==> src/rtl/dfr_pkg.sv <==
package dfr_pkg;

  localparam int unsigned FRAME_BITS = 24;
  localparam int unsigned CMD_W      = 3;
  localparam int unsigned ADDR_W     = 3;
  localparam int unsigned WORD_W     = 16;
  localparam int unsigned CMD_LSB    = WORD_W + ADDR_W;
  localparam int unsigned ADDR_LSB   = WORD_W;

  typedef struct packed {
    logic [CMD_W-1:0]  cmd;
    logic [ADDR_W-1:0] addr;
    logic [WORD_W-1:0] word;
  } frame_fields_t;

  // Pull the fields out of a complete frame; the two leading bits are dropped.
  function automatic frame_fields_t split_frame(input logic [FRAME_BITS-1:0] f);
    frame_fields_t r;
    r.cmd  = f[CMD_LSB  +: CMD_W];
    r.addr = f[ADDR_LSB +: ADDR_W];
    r.word = f[0        +: WORD_W];
    return r;
  endfunction

  // Right-justify the left-aligned code of a converter with res bits.
  function automatic logic [WORD_W-1:0] align_code(input logic [WORD_W-1:0] w,
                                                   input int unsigned res);
    return w >> (WORD_W - res);
  endfunction

endpackage

==> src/rtl/dfr_counter.sv <==
module dfr_counter #(
  parameter int unsigned NBITS = 24,
  localparam int unsigned CNT_W = $clog2(NBITS + 1)
) (
  input  logic sclk,
  input  logic sel_n,
  output logic accept,
  output logic last_edge,
  output logic full
);

  logic [CNT_W-1:0] cnt;

  assign accept    = (cnt != CNT_W'(NBITS));
  assign last_edge = (cnt == CNT_W'(NBITS - 1));
  assign full      = (cnt == CNT_W'(NBITS));

  always_ff @(negedge sclk or posedge sel_n) begin
    if (sel_n)       cnt <= '0;
    else if (accept) cnt <= cnt + 1'b1;
  end

  // each accepted edge advances the bit count by exactly one
  a_r2_count_step: assert property (@(negedge sclk) disable iff (sel_n)
    accept |=> (cnt == $past(cnt) + 1'b1));

  // once full, the count stays full until frame-select is released
  a_r6_count_saturates: assert property (@(negedge sclk) disable iff (sel_n)
    full |=> full);

  // count never passes the frame length
  a_r4_count_bounded: assert property (@(negedge sclk) disable iff (sel_n)
    cnt <= CNT_W'(NBITS));

endmodule

==> src/rtl/dfr_shifter.sv <==
module dfr_shifter #(
  parameter int unsigned NBITS = 24
) (
  input  logic             sclk,
  input  logic             sel_n,
  input  logic             sdi,
  input  logic             shift_en,
  output logic [NBITS-1:0] frame
);

  always_ff @(negedge sclk or posedge sel_n) begin
    if (sel_n)         frame <= '0;
    else if (shift_en) frame <= {frame[NBITS-2:0], sdi};
  end

  // the newest bit enters at the bottom, so the first bit ends on top
  a_r2_msb_first: assert property (@(negedge sclk) disable iff (sel_n)
    shift_en |=> (frame[0] == $past(sdi)));

  // with shifting disabled the register is frozen
  a_r6_frozen: assert property (@(negedge sclk) disable iff (sel_n)
    !shift_en |=> $stable(frame));

endmodule

==> src/rtl/dfr_decode.sv <==
module dfr_decode
  import dfr_pkg::*;
#(
  parameter int unsigned RES_BITS = 16
) (
  input  logic                  sclk,
  input  logic                  sel_n,
  input  logic                  last_edge,
  input  logic                  full,
  input  logic [FRAME_BITS-1:0] frame,
  output logic                  valid,
  output logic [CMD_W-1:0]      cmd,
  output logic [ADDR_W-1:0]     addr,
  output logic [RES_BITS-1:0]   code
);

  frame_fields_t fld;

  always_ff @(negedge sclk or posedge sel_n) begin
    if (sel_n) valid <= 1'b0;
    else       valid <= last_edge;
  end

  always_comb begin
    fld = full ? split_frame(frame) : '0;
  end

  assign cmd  = fld.cmd;
  assign addr = fld.addr;

  generate
    if (RES_BITS == WORD_W) begin : g_full_res
      assign code = fld.word;
    end else begin : g_part_res
      assign code = RES_BITS'(align_code(fld.word, RES_BITS));
    end
  endgenerate

  // the strobe never lasts past one serial-clock period
  a_r3_one_period: assert property (@(negedge sclk) disable iff (sel_n)
    valid |=> !valid);

  // the strobe only appears with a complete frame held
  a_r3_with_full: assert property (@(negedge sclk) disable iff (sel_n)
    valid |-> full);

  // the presented fields stay fixed once the frame is complete
  a_r4_fields_hold: assert property (@(negedge sclk) disable iff (sel_n)
    full |=> $stable({cmd, addr, code}));

endmodule

==> src/rtl/dac_frame_rx.sv <==
module dac_frame_rx
  import dfr_pkg::*;
#(
  parameter int unsigned RES_BITS = 16
) (
  input  logic                sclk,
  input  logic                sel_n,
  input  logic                sdi,
  output logic                frame_valid,
  output logic [2:0]          cmd_o,
  output logic [2:0]          addr_o,
  output logic [RES_BITS-1:0] code_o
);

  logic                  accept;
  logic                  last_edge;
  logic                  full;
  logic [FRAME_BITS-1:0] frame;

  dfr_counter #(.NBITS(FRAME_BITS)) u_count (
    .sclk      (sclk),
    .sel_n     (sel_n),
    .accept    (accept),
    .last_edge (last_edge),
    .full      (full)
  );

  dfr_shifter #(.NBITS(FRAME_BITS)) u_shift (
    .sclk     (sclk),
    .sel_n    (sel_n),
    .sdi      (sdi),
    .shift_en (accept),
    .frame    (frame)
  );

  dfr_decode #(.RES_BITS(RES_BITS)) u_decode (
    .sclk      (sclk),
    .sel_n     (sel_n),
    .last_edge (last_edge),
    .full      (full),
    .frame     (frame),
    .valid     (frame_valid),
    .cmd       (cmd_o),
    .addr      (addr_o),
    .code      (code_o)
  );

  // a strobe implies the previous edge was the last of a frame still selected
  a_r5_strobe_needs_frame: assert property (@(negedge sclk) disable iff (sel_n)
    $rose(frame_valid) |-> full);

endmodule

==> config.mk <==
export PLATFORM = sky130hd
export DESIGN_NAME = dac_frame_rx
export DESIGN_NICKNAME = d
export VERILOG_FILES = /design/src/rtl/dfr_pkg.sv /design/src/rtl/dfr_counter.sv /design/src/rtl/dfr_shifter.sv /design/src/rtl/dfr_decode.sv /design/src/rtl/dac_frame_rx.sv
export SDC_FILE = /design/constraint.sdc
export NUM_CORES = 1
export LEC_CHECK = 0
export BUFFER_PORTS_ARGS = -buffer_cell sky130_fd_sc_hd__buf_4
export CAP_MARGIN = 20
export CELL_PAD_IN_SITES_DETAIL_PLACEMENT = 2
export CELL_PAD_IN_SITES_GLOBAL_PLACEMENT = 2
export CORE_MARGIN = 5
export CORE_UTILIZATION = 37
export DETAILED_ROUTE_END_ITERATION = 10
export PLACE_DENSITY = 0.74
export REMOVE_ABC_BUFFERS = 1
export SLEW_MARGIN = 20
export SYNTH_ARGS = -nofsm -noshare
export SYNTH_HDL_FRONTEND = slang
export SYNTH_SLANG_ARGS = --single-unit
==> constraint.sdc <==
create_clock -name sclk -period 2.2 [get_ports sclk]
set_input_delay 0.44 -clock sclk [delete_from_list [all_inputs] [get_ports sclk]]
set_output_delay 0.44 -clock sclk [all_outputs]
set_load 0.02 [all_outputs]
==> summary.md, run 1 <==
| Metric | Value |
|---|---|
| Final HPWL DP | 2.52 mm |
| Worst End Pin Type | primary output |
| Status | aborted with a tool error |
| I/O pins | 26 |
| Die Span Y | 69.8 microns |
| Initial Util | 0.390 |
| CTS HTree Levels | 1 |
| Most used DFF post-synth | dfrtn_1 |
| Largest net degree at the start of global routing | 29 |
| Yosys top cell by area | dfrtn_1 |
| Cell area after placement | 1800 sq um |
| Placer Congestion | 0.804 |
| Synth area leaders | dfrtn_1 53%, mux2_4 19%, and2_1 10%, mux2_2 6.0%, xnor2_1 2.0% |
| Syn. warnings | 0 |
| Clock Path Buffers | 2 |
| Failed at | 5_1_grt |
| Seq/Total Area, Yosys | 0.530 |
| Initial antenna violation count | 0 |
| Clock sink count | 28 |
| Asr flop ratio synth | 1.00 |
| Port Buffer Count | 25 |
| Most frequent cell after synthesis | dfrtn_1 |
| Area fraction of the dominant cell type after synthesis | 0.530 |
| Count of different cell masters after synthesis | 14 |
| Syn avg cell area | 14.4 sq um |
| Post-synthesis cell count | 92 |
| Hold buffer count at cts | 0 |
| FP Rows | 21 |
| Die Wd | 69.8 microns |
| CTS buffer count | 3 |
| Synth Register Bits | 28 |
| Synth top cells by count | 28 x dfrtn_1, 22 x and2_1, 17 x mux2_4, 7 x mux2_2 |
| Post-Syn Area | 1320 sq um |
| CTS Root Cell | clkbuf_4 |
| Inst Count DP | 190 |
| Post-synth EDFFs | 0 |
| Err | [ERROR DPL-0033] detailed placement checks failed during check placement. |
| Post-GRT worst EP | addr_o[2] |
-- what timing repair did --
action | CTS
pin swaps | 2
buffers inserted | 7
resized for setup | 38
endpoints found under the setup margin | 23
gates cloned | 1
-- logic make-up after synthesis --
kind of cell    Yosys count  share of synthesized area
compound gates            1                    0.00473
xor+xnor                  3                     0.0199
fa+ha+maj                 2                     0.0189
buf+inv                   8                     0.0473
flops                    28                      0.530
mux                      24                      0.253
simple gates             26                      0.127
-- metrics by stage --
stage                util  setup slack (ns)  setup TNS, ns  hold WS [ns]
detailed placement  0.530            -0.720         -15.56         0.456
floorplan               -             -1.44         -33.13         0.421
CTS                 0.600             -1.04         -22.39         0.458
global placement    0.530            -0.691         -14.81         0.443
==> run 2, diff against run 1 <==
Settings changed: CELL_PAD_IN_SITES_DETAIL_PLACEMENT 2 to default, CELL_PAD_IN_SITES_GLOBAL_PLACEMENT 2 to default, CORE_AREA from default to 5 5 66 68, CORE_MARGIN 5 to default, CORE_UTILIZATION 37 to default, DIE_AREA from default to 0 0 71 73, PLACE_DENSITY 0.74 to default, PLACE_DENSITY_LB_ADDON from default to 0.15.
==> run 2 against run 1 <==
- the flow now finishes, with violations (negative setup slack)
- area after synthesis unchanged
- synthesized cell count unchanged
==> summary.md, run 2 <==
| Metric | Value |
|---|---|
| Area of the core | 3800 sq um |
| Maxcap violations | 0 |
| Synth top cells by count | 28 x dfrtn_1, 22 x and2_1, 17 x mux2_4, 7 x mux2_2 |
| Total power | 1.15 mW |
| Cell mode on critical path | buf_6 |
| Max FFs per register | 22 |
| DRT antenna net count | 0 |
| CP required | 1.76 ns |
| Setup Skew | 0.00193 ns |
| Fin. Hold Viols | 0 |
| Gr usage total | 0.111 |
| Placer Congestion | 0.684 (-15%) |
| Post-synthesis cell count | 92 (unchanged) |
| Worst Setup End Kind | primary output |
| Slew HR | 0.884 |
| PwrDens | 546 nW/um^2 |
| Die area | 5180 sq um |
| WHS | 0.456 ns |
| GRT overflow | 0 |
| Final setup fails | 23 |
| Layout area overhead | 59.0% |
| Drt initial violations | 16 |
| Initial Util | 0.348 (-0.0420) |
| Ant diodes | 0 |
| Drt drc | 0 |
| Setup WS post-layout | -0.925 ns |
| VDD IR-drop max | 0.266 mV |
| Post-synth EDFFs | 0 (unchanged) |
| CTS HTree Levels | 1 (unchanged) |
| Seq/Total Area, Yosys | 0.530 (unchanged) |
| Vias in the first global route | 995 |
| Worst slew pin tran | 0.174 ns |
| Synth Register Bits | 28 (unchanged) |
| Syn. warnings | 0 (unchanged) |
| Status | complete, but fails checks |
| Drt total wl | 2.63 mm |
| CP peak stage delay | 0.34 ns |
| Worst Hold Class | register to register |
| Die Wd | 71 microns (+1.7%) |
| Layout cells sized above 1 | 0.747 |
| Worst-skew pair later-pin latency | 0.28 ns |
| CP Max Fanout | 6 |
| DR vias | 882 |
| FP Rows | 23 (+9.5%) |
| Max-slew violations | 0 |
| Clock sink count | 28 (unchanged) |
| TritonCTS clock tree | done |
| Largest regs | u_shift.frame x22, u_count.cnt x5, u_decode.valid x1 |
| Largest net degree at the start of global routing | 29 |
| CP Cell Sequence | inv_1, ha_2, and4b_4, buf_6, and2_4, buf_6 |
| Most frequent cell after synthesis | dfrtn_1 |
| Most used DFF post-synth | dfrtn_1 |
| Worst-path clk slew | 0.06 ns |
| CTS buffer count | 3 (unchanged) |
| Asr flop ratio synth | 1.00 (unchanged) |
| CP Class | register to primary output |
| First-pass GRT wire length | 4.53 mm |
| Drt pass-1 iters | 3 |
| Syn avg cell area | 14.4 sq um (unchanged) |
| CP max stage cell | dfrtn_1 |
| RSZ-0062 raised after global routing | true |
| Pre-CTS setup slack | -0.706 ns (+0.0142 ns) |
| Die Span Y | 73 microns (+4.6%) |
| Yosys top cell by area | dfrtn_1 |
| Routed len/inst | 12.9 microns |
| CTS Root Cell | clkbuf_8 |
| Layout Nets | 160 |
| Initial antenna violation count | 0 |
| Post-Syn Area | 1320 sq um (unchanged) |
| Vias per std cell | 4.32 |
| CP Launch Type | register |
| Clock Path Buffers | 2 (unchanged) |
| Most frequent cells in the layout | 34 x buf_4, 28 x dfrtn_1, 25 x buf_6 |
| Crit path DAT | 2.69 ns |
| # fillers | 332 |
| I/O pins | 26 (unchanged) |
| Area fraction of the dominant cell type after synthesis | 0.530 (unchanged) |
| Cell area after placement | 1790 sq um (-0.42%) |
| Failing checks | negative setup slack |
| Hold buffer count at cts | 0 (unchanged) |
| Leak Pwr | 1.08 nW |
| Final HPWL DP | 1.63 mm (-35%) |
| Cell area after layout | 2100 sq um |
| Biggest register | u_shift.frame |
| Port Buffer Count | 25 (unchanged) |
| Commonest non-fill, non-tap cell in the layout | buf_4 |
| Count of different cell masters after synthesis | 14 (unchanged) |
| Synth area leaders | dfrtn_1 53%, mux2_4 19%, and2_1 10%, mux2_2 6.0%, xnor2_1 2.0% |
run 2: cell counts after synthesis:
No cell type changed its count.
run 2: report_power, final:
| part | switching (mW) | internal [mW] |
|---|---|---|
| logic | 0.0697 | 0.116 |
| clock network | 0.167 | 0.244 |
| registers | 0.0118 | 0.539 |
| total | 0.248 | 0.900 |
run 2: area by class of cell:
type | instances | area, sq um | share of cell area
inverter | 3 | 11.3 | 0.00535
timing repair buffer | 63 | 637 | 0.303
clock inverter | 1 | 30.0 | 0.0143
sequential | 28 | 701 | 0.333
tap | 50 | 62.6 | 0.0297
clock buffer | 3 | 41.3 | 0.0196
multi-input combinational | 56 | 621 | 0.295
run 2: cell families after synthesis:
family | Yosys count | share of synthesized area
simple gates | 26 | 0.127
fa+ha+maj | 2 | 0.0189
mux | 24 | 0.253
buf+inv | 8 | 0.0473
xor+xnor | 3 | 0.0199
compound gates | 1 | 0.00473
flops | 28 | 0.530
run 2: path summary, 6_finish.rpt:
path / startpoint / endpoint / slack, ns / depth (start not counted)
setup / recovery: u_count.cnt[1] / code_o[13] / -0.93 / 6
min in group asynchronous: sel_n / u_count.cnt[4] / 1.17 / 3
setup reg to reg: u_count.cnt[1] / u_shift.frame[8] / 0.29 / 7
hold / removal: u_shift.frame[21] / u_shift.frame[21] / 0.46 / 1
hold reg to reg: u_shift.frame[21] / u_shift.frame[21] / 0.46 / 1
max in group asynchronous: sel_n / u_decode.valid / 0.85 / 3
run 2: metrics by stage:
stage	instances	setup TNS, ns	utilization
6_report	204	-20.27	0.554
2_1_floorplan	87	-33.13	-
5_1_grt	204	-21.58	0.554
3_3_place_gp	194	-14.68	0.471
4_1_cts	204	-20.58	0.554
3_5_place_dp	194	-15.19	0.471
run 2: metal layers:
metal | global-route usage | up-vias | wire (microns)
met5 | 0 | - | 0
met4 | 0.0376 | 0 | 34
met3 | 0.0275 | 5 | 98
met2 | 0.204 | 18 | 1430
met1 | 0.124 | 433 | 1070
li1 | - | 426 | -
run 2: critical path: cells and delay by family (launching register included):
kind                     cells  cell delay [ns]
AND/OR/NAND/NOR              2             0.47
adder cells (fa/ha/maj)      1             0.17
buffers and inverters        3             0.32
flip-flops                   1             0.34
run 2: repair_timing:
item,4_1_cts,5_1_grt
pin swaps,23,0
setup endpoints to repair,23,23
buffers inserted,3,0
cloned,3,0
gates resized for setup,51,0
(Power assumes the default switching activity.)
==> run 3, diff against run 2 <==
Settings changed: CTS_CLUSTER_DIAMETER from default to 80, PLACE_DENSITY_LB_ADDON 0.15 to 0.08, TNS_END_PERCENT from default to 20.
==> run 3 against run 2 <==
- the run still ends with negative setup slack left
- first-iteration DRC count down 25%
- clock-buffer cell count up 1
- sequential power about the same
- wire length down 7.0%
- non-clock buffer count down 4
- critical endpoint is now code_o[5]
- largest cell class unchanged
==> summary.md, run 3 (synthesized netlist as in run 2, its figures left out) <==
| Metric | Value |
|---|---|
| Status | complete, but fails checks |
| Failing checks | negative setup slack |
| Met1 Usage GRT | 0.137 (+0.0129) |
| R2R Path End | u_count.cnt[1] |
| Max-slew violations | 0 (unchanged) |
| Drt pass-1 iters | 3 (unchanged) |
| Drt total wl | 2.44 mm (-7.0%) |
| Layout Nets | 156 (-2.5%) |
| Max FFs per register | 22 (unchanged) |
| Worst reg2reg setup slack | 0.39 ns (+0.10 ns) |
| Fin. Hold Viols | 0 (unchanged) |
| VDD IR-drop max | 0.260 mV (-2.2%) |
| Worst Setup End Kind | primary output |
| Largest delay contributor family on the critical path | simple AND/OR/NAND/NOR gates |
| Drt initial violations | 12 (-4) |
| Setup WS post-layout | -0.936 ns (-0.0102 ns) |
| Drt drc | 0 (unchanged) |
| Layout cells sized above 1 | 0.680 (-0.0668) |
| Hold Path Sink | u_shift.frame[21] |
| CP peak stage delay | 0.35 ns (about the same) |
| I/O pins | 26 (unchanged) |
| CP required | 1.76 ns (about the same) |
| Psw | 0.235 mW (-5.2%) |
| Hold wc startpoint | u_shift.frame[21] |
| CP max stage cell | dfrtn_1 |
| Die Wd | 71 microns (unchanged) |
| TritonCTS clock tree | done |
| GR Layer Usage met3 | 0.0179 (-0.00964) |
| CP Max Fanout | 10 (+4) |
| Largest net degree at the start of global routing | 29 (unchanged) |
| CP Class | register to primary output |
| Worst slew pin tran | 0.170 ns (-0.00435 ns) |
| Gr busiest metal | met2 |
| Most frequent cells in the layout | 31 x buf_4, 28 x dfrtn_1, 23 x buf_6 |
| Clock Path Buffers | 2 (unchanged) |
| Worst-skew pair later-pin latency | 0.28 ns (about the same) |
| CTS buffer count | 3 (unchanged) |
| Final HPWL DP | 1.55 mm (-4.5%) |
| R2r startpoint | u_count.cnt[0] |
| Worst Hold Class | register to register |
| Ant diodes | 0 (unchanged) |
| CTS Root Cell | clkbuf_8 |
| Combinational share of power | 0.171 (+0.009) |
| Hold depth | 1 (unchanged) |
| Placer Congestion | 0.795 (+16%) |
| GRT overflow | 0 (unchanged) |
| Vias per std cell | 4.22 (-2.5%) |
| Biggest register | u_shift.frame |
| Layout area overhead | 54.2% |
| PwrDens | 512 nW/um^2 (-6.2%) |
| FP Rows | 23 (unchanged) |
| Gr usage total | 0.0984 (-0.0123) |
| Total power | 1.04 mW (-9.0%) |
| Clock sink count | 28 (unchanged) |
| CP Launch Type | register |
| Sw Share | 0.225 (+0.00918) |
| R2R depth | 6 (-1) |
| Clock Power Share | 0.302 (-0.056) |
| Commonest non-fill, non-tap cell in the layout | buf_4 |
| Die Span Y | 73 microns (unchanged) |
| CTS HTree Levels | 1 (unchanged) |
| Maxcap violations | 0 (unchanged) |
| Sequential power share | 0.527 (+0.047) |
| Port Buffer Count | 25 (unchanged) |
| Internal Pwr Total | 0.809 mW (-10%) |
| Setup Skew | 0.00259 ns (+0.000656 ns) |
| Slew HR | 0.887 (+0.00290) |
| Leak Pwr | 1.04 nW (-3.9%) |
| Largest regs | u_shift.frame x22, u_count.cnt x5, u_decode.valid x1 |
| Grt met2 use | 0.159 (-0.0453) |
| Crit path DAT | 2.70 ns (about the same) |
| Initial Util | 0.348 (unchanged) |
| CP Buf/Inv Count | 3 (unchanged) |
| DRT antenna net count | 0 (unchanged) |
| CP Cell Sequence | inv_1, ha_2, and4b_4, buf_12, and2_1, buf_6 |
| First-pass GRT wire length | 4.08 mm (-9.9%) |
| Final setup fails | 23 (unchanged) |
| WHS | 0.454 ns (-0.00228 ns) |
| DR vias | 843 (-4.4%) |
| Area of the core | 3800 sq um (unchanged) |
| Die area | 5180 sq um (unchanged) |
| Routed len/inst | 12.2 microns (-5.2%) |
| Initial antenna violation count | 0 (unchanged) |
| Vias in the first global route | 877 (-12%) |
| Worst-path clk slew | 0.06 ns (about the same) |
| RSZ-0062 raised after global routing | true |
==> run 3: cell types whose count changed in the layout (fill, tap and decap cells not counted), sizes merged <==
cell,previous run,this run
buf,62,58
bufinv,1,0
clkbuf,3,4
==> run 3: final cells by class <==
class | count | area, sq um
clock buffer | 4 | 55.1
fill | 340 | 1760
inverter | 3 | 11.3
multi-input combinational | 56 | 598
sequential | 28 | 701
tap | 50 | 62.6
timing repair buffer | 59 | 612
==> run 3: what timing repair did <==
| action | CTS | global route |
|---|---|---|
| gates cloned | 2 | 0 |
| setup buffers | 1 | 0 |
| resized for setup | 29 | 10 |
| setup endpoints to repair | 23 | 23 |
| hold buffers | 0 | 0 |
| pin swaps | 2 | 9 |
==> run 3: power groups by stage <==
stage               Combinational, mW  Clock [mW]  Sequential, mW
global placement                0.153           0           0.558
global route                    0.191       0.349           0.553
CTS                             0.174       0.332           0.549
floorplan                      0.0769           0           0.558
finish                          0.178       0.316           0.550
detailed placement              0.154           0           0.558
==> run 3: metal layers <==
metal / wire, microns / vias up
met5: 0 / -
met4: 10 / 0
met3: 94 / 2
met2: 1110 / 18
met1: 1220 / 401
li1: - / 422
==> run 3: worst max-delay path by stage <==
stage	startpoint	to	slack, ns	depth (start not counted)
floorplan	u_count.cnt[0]	addr_o[0]	-1.44	4
global placement	u_count.cnt[0]	code_o[4]	-0.69	6
detailed placement	u_count.cnt[0]	code_o[4]	-0.72	6
CTS	u_count.cnt[0]	addr_o[2]	-0.95	6
global route	u_count.cnt[0]	code_o[0]	-1.03	6
finish	u_count.cnt[0]	code_o[5]	-0.94	6
==> run 3: worst register-to-register path: cells and delay by family, from the launching register on <==
family / cells / cell delay [ns]
buf+inv: 3 / 0.47
flops: 1 / 0.35
simple gates: 1 / 0.33
mux: 1 / 0.33
fa+ha+maj: 1 / 0.17
==> run 3: per-stage QoR <==
stage	setup slack (ns)	cells	setup TNS (ns)	area [sq um]	utilization
after floorplan	-1.44	87	-33.13	1270	-
after global placement	-0.695	193	-15.02	1790	0.472
after detailed placement	-0.719	193	-15.52	1790	0.472
after CTS	-0.951	200	-20.87	2010	0.530
after global routing	-1.03	200	-22.18	2040	0.537
final	-0.936	200	-20.48	2040	0.537
